### config.mk
export PLATFORM = sky130hd
export DESIGN_NAME = timer_tick_gen
export DESIGN_NICKNAME = d
export VERILOG_FILES = /design/src/rtl/tick_pkg.sv /design/src/rtl/tick_cfg_regs.sv /design/src/rtl/tick_prescaler.sv /design/src/rtl/tick_divider.sv /design/src/rtl/timer_tick_gen.sv
export SDC_FILE = /design/constraint.sdc
export NUM_CORES = 1
export LEC_CHECK = 0
export BUFFER_PORTS_ARGS = -buffer_cell sky130_fd_sc_hd__buf_2
export CORE_MARGIN = 1.5
export CORE_UTILIZATION = 45
export CTS_BUF_LIST = sky130_fd_sc_hd__clkbuf_4 sky130_fd_sc_hd__clkbuf_8
export CTS_CLUSTER_DIAMETER = 100
export DETAILED_ROUTE_END_ITERATION = 8
export GPL_ROUTABILITY_DRIVEN = 0
export SYNTH_ARGS = -nofsm -noshare
export SYNTH_HDL_FRONTEND = slang
export SYNTH_HIERARCHICAL = 1
export SYNTH_SLANG_ARGS = --single-unit
### constraint.sdc
create_clock -name clk_i -period 6.3 [get_ports clk_i]
set_clock_uncertainty 0.05 [all_clocks]
set_input_delay 1.575 -clock clk_i [delete_from_list [all_inputs] [get_ports clk_i]]
set_output_delay 1.575 -clock clk_i [all_outputs]
set_load 0.005 [all_outputs]
### src/rtl/tick_pkg.sv
package tick_pkg;
  typedef enum logic {
    REG_PRESCALE = 1'b0,
    REG_DIVSEL   = 1'b1
  } cfg_reg_e;

  function automatic int group_of(input int ch, input int grp0_ch);
    return (ch < grp0_ch) ? 0 : 1;
  endfunction
endpackage

### src/rtl/tick_cfg_regs.sv
module tick_cfg_regs
  import tick_pkg::*;
#(
  parameter int NUM_CH  = 5,
  parameter int NUM_GRP = 2,
  parameter int PRE_W   = 8,
  parameter int SEL_W   = 4,
  parameter int DATA_W  = 20
) (
  input  logic                             clk_i,
  input  logic                             rst_ni,
  input  logic                             wr_en_i,
  input  logic                             wr_sel_i,
  input  logic [DATA_W-1:0]                wr_data_i,
  output logic [NUM_GRP-1:0][PRE_W-1:0]    pre_val_o,
  output logic [NUM_CH-1:0][SEL_W-1:0]     sel_o,
  output logic                             restart_o
);
  logic pre_wr, sel_wr;

  assign pre_wr    = wr_en_i && (wr_sel_i == REG_PRESCALE);
  assign sel_wr    = wr_en_i && (wr_sel_i == REG_DIVSEL);
  assign restart_o = pre_wr;

  for (genvar g = 0; g < NUM_GRP; g++) begin : g_pre
    always_ff @(posedge clk_i or negedge rst_ni) begin
      if (!rst_ni)     pre_val_o[g] <= '0;
      else if (pre_wr) pre_val_o[g] <= wr_data_i[g*PRE_W +: PRE_W];
    end
  end

  for (genvar c = 0; c < NUM_CH; c++) begin : g_sel
    always_ff @(posedge clk_i or negedge rst_ni) begin
      if (!rst_ni)     sel_o[c] <= '0;
      else if (sel_wr) sel_o[c] <= wr_data_i[c*SEL_W +: SEL_W];
    end
  end

  // a prescale-word write lands its field in the next cycle
  p_pre_load_r3: assert property (@(posedge clk_i) disable iff (!rst_ni)
    pre_wr |=> (pre_val_o[0] == $past(wr_data_i[PRE_W-1:0])));
endmodule

### src/rtl/tick_prescaler.sv
module tick_prescaler #(
  parameter int PRE_W = 8
) (
  input  logic             clk_i,
  input  logic             rst_ni,
  input  logic [PRE_W-1:0] pre_val_i,
  input  logic             restart_i,
  output logic             pre_tick_o
);
  logic [PRE_W-1:0] cnt_q;

  assign pre_tick_o = (cnt_q == pre_val_i);

  always_ff @(posedge clk_i or negedge rst_ni) begin
    if (!rst_ni)         cnt_q <= '0;
    else if (restart_i)  cnt_q <= '0;
    else if (pre_tick_o) cnt_q <= '0;
    else                 cnt_q <= cnt_q + 1'b1;
  end

  p_cnt_bound_r2: assert property (@(posedge clk_i) disable iff (!rst_ni)
    cnt_q <= pre_val_i);

  p_restart_zero_r6: assert property (@(posedge clk_i) disable iff (!rst_ni)
    restart_i |=> (cnt_q == '0));
endmodule

### src/rtl/tick_divider.sv
module tick_divider #(
  parameter int SEL_W   = 4,
  parameter int MAX_SEL = 4
) (
  input  logic             clk_i,
  input  logic             rst_ni,
  input  logic             pre_tick_i,
  input  logic             clear_i,
  input  logic [SEL_W-1:0] sel_i,
  output logic             tick_o
);
  localparam int CNT_W = MAX_SEL;

  logic [CNT_W-1:0] cnt_q, mask;
  logic             tick_q;

  // bit i of the mask is set when the select exceeds i; saturates at MAX_SEL
  always_comb begin
    for (int i = 0; i < CNT_W; i++) mask[i] = (sel_i > SEL_W'(i));
  end

  always_ff @(posedge clk_i or negedge rst_ni) begin
    if (!rst_ni) begin
      cnt_q  <= '0;
      tick_q <= 1'b0;
    end else if (clear_i) begin
      cnt_q  <= '0;
      tick_q <= 1'b0;
    end else begin
      if (pre_tick_i) cnt_q <= cnt_q + 1'b1;
      tick_q <= pre_tick_i && ((cnt_q & mask) == mask);
    end
  end

  assign tick_o = tick_q;

  p_tick_after_pre_r8: assert property (@(posedge clk_i) disable iff (!rst_ni)
    tick_o |-> $past(pre_tick_i));

  p_clear_r6: assert property (@(posedge clk_i) disable iff (!rst_ni)
    clear_i |=> (cnt_q == '0 && !tick_o));

  p_sat_phase_r5: assert property (@(posedge clk_i) disable iff (!rst_ni)
    (tick_o && $stable(sel_i) && sel_i >= SEL_W'(MAX_SEL)) |-> (cnt_q == '0));
endmodule

### src/rtl/timer_tick_gen.sv
module timer_tick_gen
  import tick_pkg::*;
#(
  parameter int NUM_CH  = 5,
  parameter int GRP0_CH = 2,
  parameter int PRE_W   = 8,
  parameter int SEL_W   = 4,
  parameter int MAX_SEL = 4,
  parameter int DATA_W  = (NUM_CH * SEL_W > 2 * PRE_W) ? NUM_CH * SEL_W : 2 * PRE_W
) (
  input  logic              clk_i,
  input  logic              rst_ni,
  input  logic              wr_en_i,
  input  logic              wr_sel_i,
  input  logic [DATA_W-1:0] wr_data_i,
  output logic [NUM_CH-1:0] tick_o
);
  localparam int NUM_GRP = 2;

  logic [NUM_GRP-1:0][PRE_W-1:0] pre_val;
  logic [NUM_CH-1:0][SEL_W-1:0]  sel;
  logic                          restart;
  logic [NUM_GRP-1:0]            pre_tick;

  tick_cfg_regs #(
    .NUM_CH (NUM_CH),
    .NUM_GRP(NUM_GRP),
    .PRE_W  (PRE_W),
    .SEL_W  (SEL_W),
    .DATA_W (DATA_W)
  ) i_cfg (
    .clk_i    (clk_i),
    .rst_ni   (rst_ni),
    .wr_en_i  (wr_en_i),
    .wr_sel_i (wr_sel_i),
    .wr_data_i(wr_data_i),
    .pre_val_o(pre_val),
    .sel_o    (sel),
    .restart_o(restart)
  );

  for (genvar g = 0; g < NUM_GRP; g++) begin : g_grp
    tick_prescaler #(.PRE_W(PRE_W)) i_pre (
      .clk_i     (clk_i),
      .rst_ni    (rst_ni),
      .pre_val_i (pre_val[g]),
      .restart_i (restart),
      .pre_tick_o(pre_tick[g])
    );
  end

  for (genvar c = 0; c < NUM_CH; c++) begin : g_ch
    localparam int G = group_of(c, GRP0_CH);
    tick_divider #(.SEL_W(SEL_W), .MAX_SEL(MAX_SEL)) i_div (
      .clk_i     (clk_i),
      .rst_ni    (rst_ni),
      .pre_tick_i(pre_tick[G]),
      .clear_i   (restart),
      .sel_i     (sel[c]),
      .tick_o    (tick_o[c])
    );
  end

  p_cfg_quiet_r7: assert property (@(posedge clk_i) disable iff (!rst_ni)
    (wr_en_i && wr_sel_i == REG_PRESCALE) |=> (tick_o == '0));
endmodule

Yosys cells after proc, flatten, opt, wreduce, memory -nomap -nowiden
Cells that the tools add are included.
{"block": "word_totals", "memories": 0, "out_inout_bits": 5, "ramBits": 0, "regBits": 77, "elab_cells": 87, "in_bits": 24, "romBits": 0, "latchBits": 0}
{"block": "classes", "eq_ne": 7, "bitwise": 6, "muxes": 19, "mul": 0, "add_sub_neg": 7, "shift": 0, "div": 0, "magnitude_cmp": 20, "reduce_logical": 9}
{"operator": "greater-than comparator 4 x 1 -> 1 bit, second input constant", "n": 10}
{"operator": "greater-than comparator 4 x 2 -> 1 bit, second input constant", "n": 10}
{"operator": "2-to-1 mux 4 bit", "n": 10}
{"operator": "2-to-1 mux 8 bit", "n": 4}
{"operator": "adder 4 x 1 -> 4 bit, second input constant", "n": 5}
{"operator": "AND 4 bit", "n": 5}
{"operator": "== test 4 bit", "n": 5}
{"operator": "adder 8 x 1 -> 8 bit, second input constant", "n": 2}
{"operator": "== test 8 bit", "n": 2}
{"operator": "logical AND 1 bit", "n": 7}
{"operator": "2-to-1 mux 1 bit", "n": 5}
{"operator": "nonzero test 2 bit", "n": 2}
{"operator": "NOT 1 bit", "n": 1}

Logic depth before layout (Yosys ltp)
{"block": "logic_depth", "ltp_word": 5, "depth_mapped": 7, "depth_no_buf": 6}

Modules after synthesis
The synthesis kept the hierarchy.
{"module": "tick_cfg_regs", "instances": 1, "seq_area_each_um2": 900.9, "cells_per_inst": 78, "area_per_inst_um2": 1411.4}
{"module": "tick_divider", "instances": 5, "seq_area_each_um2": 125.1, "cells_per_inst": 23, "area_per_inst_um2": 242.7}
{"module": "tick_prescaler", "instances": 2, "seq_area_each_um2": 200.2, "cells_per_inst": 47, "area_per_inst_um2": 514.2}

Least setup slack after synthesis
Ideal clock, no wire load.
{"block": "synth_path", "path_kind": "input to register", "startpoint": "input wr_en_i", "endpoint": "register g_ch[2].i_div.tick_q", "cell_stages": 5, "path_buffers": 2, "required_time_ps": 6128, "path_slack_ps": 3726, "setup_ps": 122, "arrival_ps": 2402, "cell_sequence": "nor2b_4 buf_6 buf_12 nand2b_1 a2111oi_1"}
{"block": "synth_via", "elab_chain_len": 2}
{"item": "from (decl)", "line": "timer_tick_gen.sv:13", "source": "input logic wr_en_i,"}
{"item": "logical AND 1 bit", "line": "tick_cfg_regs.sv:21", "source": "assign pre_wr = wr_en_i && (wr_sel_i == REG_PRESCALE);"}
{"item": "net restart", "line": "timer_tick_gen.sv:22", "source": "logic restart;"}
{"item": "2-to-1 mux 1 bit", "line": "tick_divider.sv:26", "source": "end else if (clear_i) begin"}
{"item": "to (signal assigned)", "line": "tick_divider.sv:31", "source": "tick_q <= pre_tick_i && ((cnt_q & mask) == mask);"}
{"item": "to (decl)", "line": "tick_divider.sv:15", "source": "logic tick_q;"}
The timed path passes the listed nets, and every way through them passes these cells.
A chain may end at the register's enable or synchronous reset.

Worst setup path after layout
{"block": "layout_path", "startpoint": "input wr_sel_i", "endpoint": "register i_cfg/sel_o[14] (netlist name)"}
{"block": "layout_via", "elab_chain_len": 1}
{"item": "from (decl)", "line": "timer_tick_gen.sv:14", "source": "input logic wr_sel_i,"}
{"item": "logical AND 1 bit", "line": "tick_cfg_regs.sv:22", "source": "assign sel_wr = wr_en_i && (wr_sel_i == REG_DIVSEL);"}
{"item": "to (signal, indexed assignment)", "line": "tick_cfg_regs.sv:35", "source": "else if (sel_wr) sel_o[c] <= wr_data_i[c*SEL_W +: SEL_W];"}
{"item": "to (decl)", "line": "tick_cfg_regs.sv:16", "source": "output logic [NUM_CH-1:0][SEL_W-1:0] sel_o,"}
Every way passes these cells.

==> run metrics <==
status=complete, no violations; startpoint types=input port; Power Density=295.8 mW/mm2; CTS H-tree lvls=3; Unique masters post-synth=29; hold buffer count at cts=0; Slew headroom=35.70%; number of diodes=0; TritonCTS clock tree=built; die width=93.11 um; hold path endpoint=g_ch[0].i_div/tick_o$_DFF_PN0_; Post-CTS Setup Bufs=0; Initial Utilization=46.79%; setup TNS=0 ps; global-route wire length before repair=11.12 mm; Syn-to-layout area delta=11.10%; maximum clock rate=382.2 MHz; post_cts resized=0; Final min period=2617 ps; fin nets=351; clock latency on the worst-skew pair=350 ps; synthesized instance count=287; RSZ-0062 raised after global routing=no; Initial DRC Count=69; initial antenna violation count=0; DR vias=2272; CP Class=input port to flop; yosys warns=6; Pre-antenna DRT Iters=4; Inserted Clock Buffers=9; crit-path max FO=20; WL/cell=14.70 um; syn_area_per_cell=12.73 um2; Yosys reg bits=77; clk slew on worst S/H paths=80 ps; largest net degree at the start of global routing=78; vias per cell=5.321; worst-margin pin slew=964.5 ps; Hold Crit Depth=1; Routed Wire Length=6.276 mm; worst hold path startpoint=i_cfg/sel_o[0]$_DFFE_PN0P_; antenna-violating nets left=0; Hold Crit Class=flop to flop; row cnt=32; Die ar.=0.008669 mm2; Max Buffers Root-to-Sink=2; worst vdd ir=0.0001368 V; Leak=0.001795 uW; Total GRT Usage=16.61%; vias in the first global route=2308; Tot Pwr=1201 uW; clock tree sinks=77; die height=93.11 um; total grt overflow=0; Main synth FF type=dfrtp_1; max-cap viol count=0; CP endpoint kind=flop; post-synth net total=318; root buf cell=clkbuf_8; detailed placement HPWL=4.155 mm; ys async rst share=100.0%; Req. time, crit path=6480 ps; # IOs=29; Pins Over Slew Limit=0; Setup-failing EPs final=0; core box area=0.007807 mm2; share of post-route cells with drive strength above 1=28.92%; drc violations=0; cells on worst reg2reg path=5; input/output buffers=28; CP arrival=2800 ps; reg2reg start=g_grp[1].i_pre/cnt_q[3]$_DFF_PN0_; Fill cells=684; period utilization=41.53%; number of synthesized flops with an enable pin=0; Final Hold Fails=0; capturing point of the worst reg2reg path=g_ch[2].i_div/tick_o$_DFF_PN0_; Seq/Total Area, Yosys=52.74%; r2r setup slk=3750 ps; synthesized area=0.003654 mm2
==> worst max-delay path: stages <==
cell,delay (ps)
buf_2,120
nand2_1,680
mux2_2,410
==> synth_stat cells (6+ instances only) <==
cell type | n | area [um2]
nor2_1 | 20 | 75.07
xor2_1 | 30 | 262.8
or3_1 | 6 | 37.54
mux2_2 | 27 | 304.0
nand3_1 | 8 | 40.04
ha_1 | 7 | 87.58
inv_1 | 9 | 33.78
dfrtp_1 | 77 | 1927
a211oi_1 | 10 | 75.07
xnor2_1 | 7 | 61.31
nand2_1 | 8 | 30.03
o21ai_0 | 6 | 30.03
mux2_4 | 9 | 135.1
nand4_1 | 7 | 43.79
==> per-stage QoR <==
stage	utilization, %	setup slack, ps	cells	hold WS (ps)	instance area [um2]
2_1_floorplan	-	3726	287	370.9	3654
3_3_place_gp	49.38	3299	411	397.7	3855
3_5_place_dp	49.38	3296	411	393.5	3855
4_1_cts	51.99	3666	427	403.1	4059
5_1_grt	51.99	3481	427	430.7	4059
6_report	51.99	3683	427	407.5	4059
==> power by group <==
group	internal (uW)	total (uW)	switching, uW	leakage [uW]
clock network	199	381	182	0.0000994
registers	552	616	63.8	0.000985
logic	99.2	204	105	0.000710
==> cell families (layout without fill, tap and decap cells) <==
kind of cell | after synthesis | in the layout | synth area share (%)
AOI/OAI and AO/OA | 42 | 42 | 8.425
buffers and inverters | 17 | 55 | 3.219
adders and majority gates | 7 | 7 | 2.397
muxes | 41 | 41 | 13.39
and+or+nand+nor | 66 | 66 | 10.96
xor gates and xnor gates | 37 | 37 | 8.870
DFF | 77 | 77 | 52.74
==> layer usage <==
layer / GRT usage, % / up-vias / part of all wire, %
li1: - / 1089 / -
met1: 22.63 / 1124 / 49
met2: 24.64 / 44 / 45
met3: 3.902 / 15 / 3.3
met4: 8.586 / 0 / 2.5
met5: 0 / - / 0
==> final cells by class <==
cell class	count	area (um2)	area share, %
Clock inverter	5	58.81	1.449
Timing Repair Buffer	30	157.7	3.884
Clock buffer	11	145.1	3.576
Multi-Input combinational cell	193	1609	39.64
Tap cell	102	127.6	3.144
Inverter	9	33.78	0.8323
Sequential cell	77	1927	47.47
==> cell usage in the layout (no fill, tap or decap), types with 8 or more instances in the layout <==
cell type / instances
nand2_1: 8
dfrtp_1: 77
nor2_1: 20
xor2_1: 30
inv_1: 9
a211oi_1: 10
nand3_1: 8
clkbuf_8: 10
buf_2: 27
mux2_4: 9
mux2_2: 27
==> how the worst max path moves through the flow <==
stage                                     endpoint  slack [ps]  cells after the start                         startpoint
CTS                     i_cfg/sel_o[3]$_DFFE_PN0P_        3670                      3                           wr_sel_i
detailed placement      i_cfg/sel_o[1]$_DFFE_PN0P_        3300                      3                           wr_sel_i
global route        g_ch[2].i_div/tick_o$_DFF_PN0_        3480                      5  g_grp[1].i_pre/cnt_q[3]$_DFF_PN0_
global placement        i_cfg/sel_o[2]$_DFFE_PN0P_        3300                      3                           wr_sel_i
floorplan           g_ch[2].i_div/tick_o$_DFF_PN0_        3730                      5                            wr_en_i
finish                 i_cfg/sel_o[14]$_DFFE_PN0P_        3680                      3                           wr_sel_i
==> sequential cells by signal, indices dropped and copies added (netlist names) <==
name / count
i_cfg/sel_o: 20
g_ch.i_div/cnt_q: 20
g_grp.i_pre/cnt_q: 16
i_cfg/pre_val_o: 16
g_ch.i_div/tick_o: 5
Note: power is estimated with default switching activity, not from simulation.
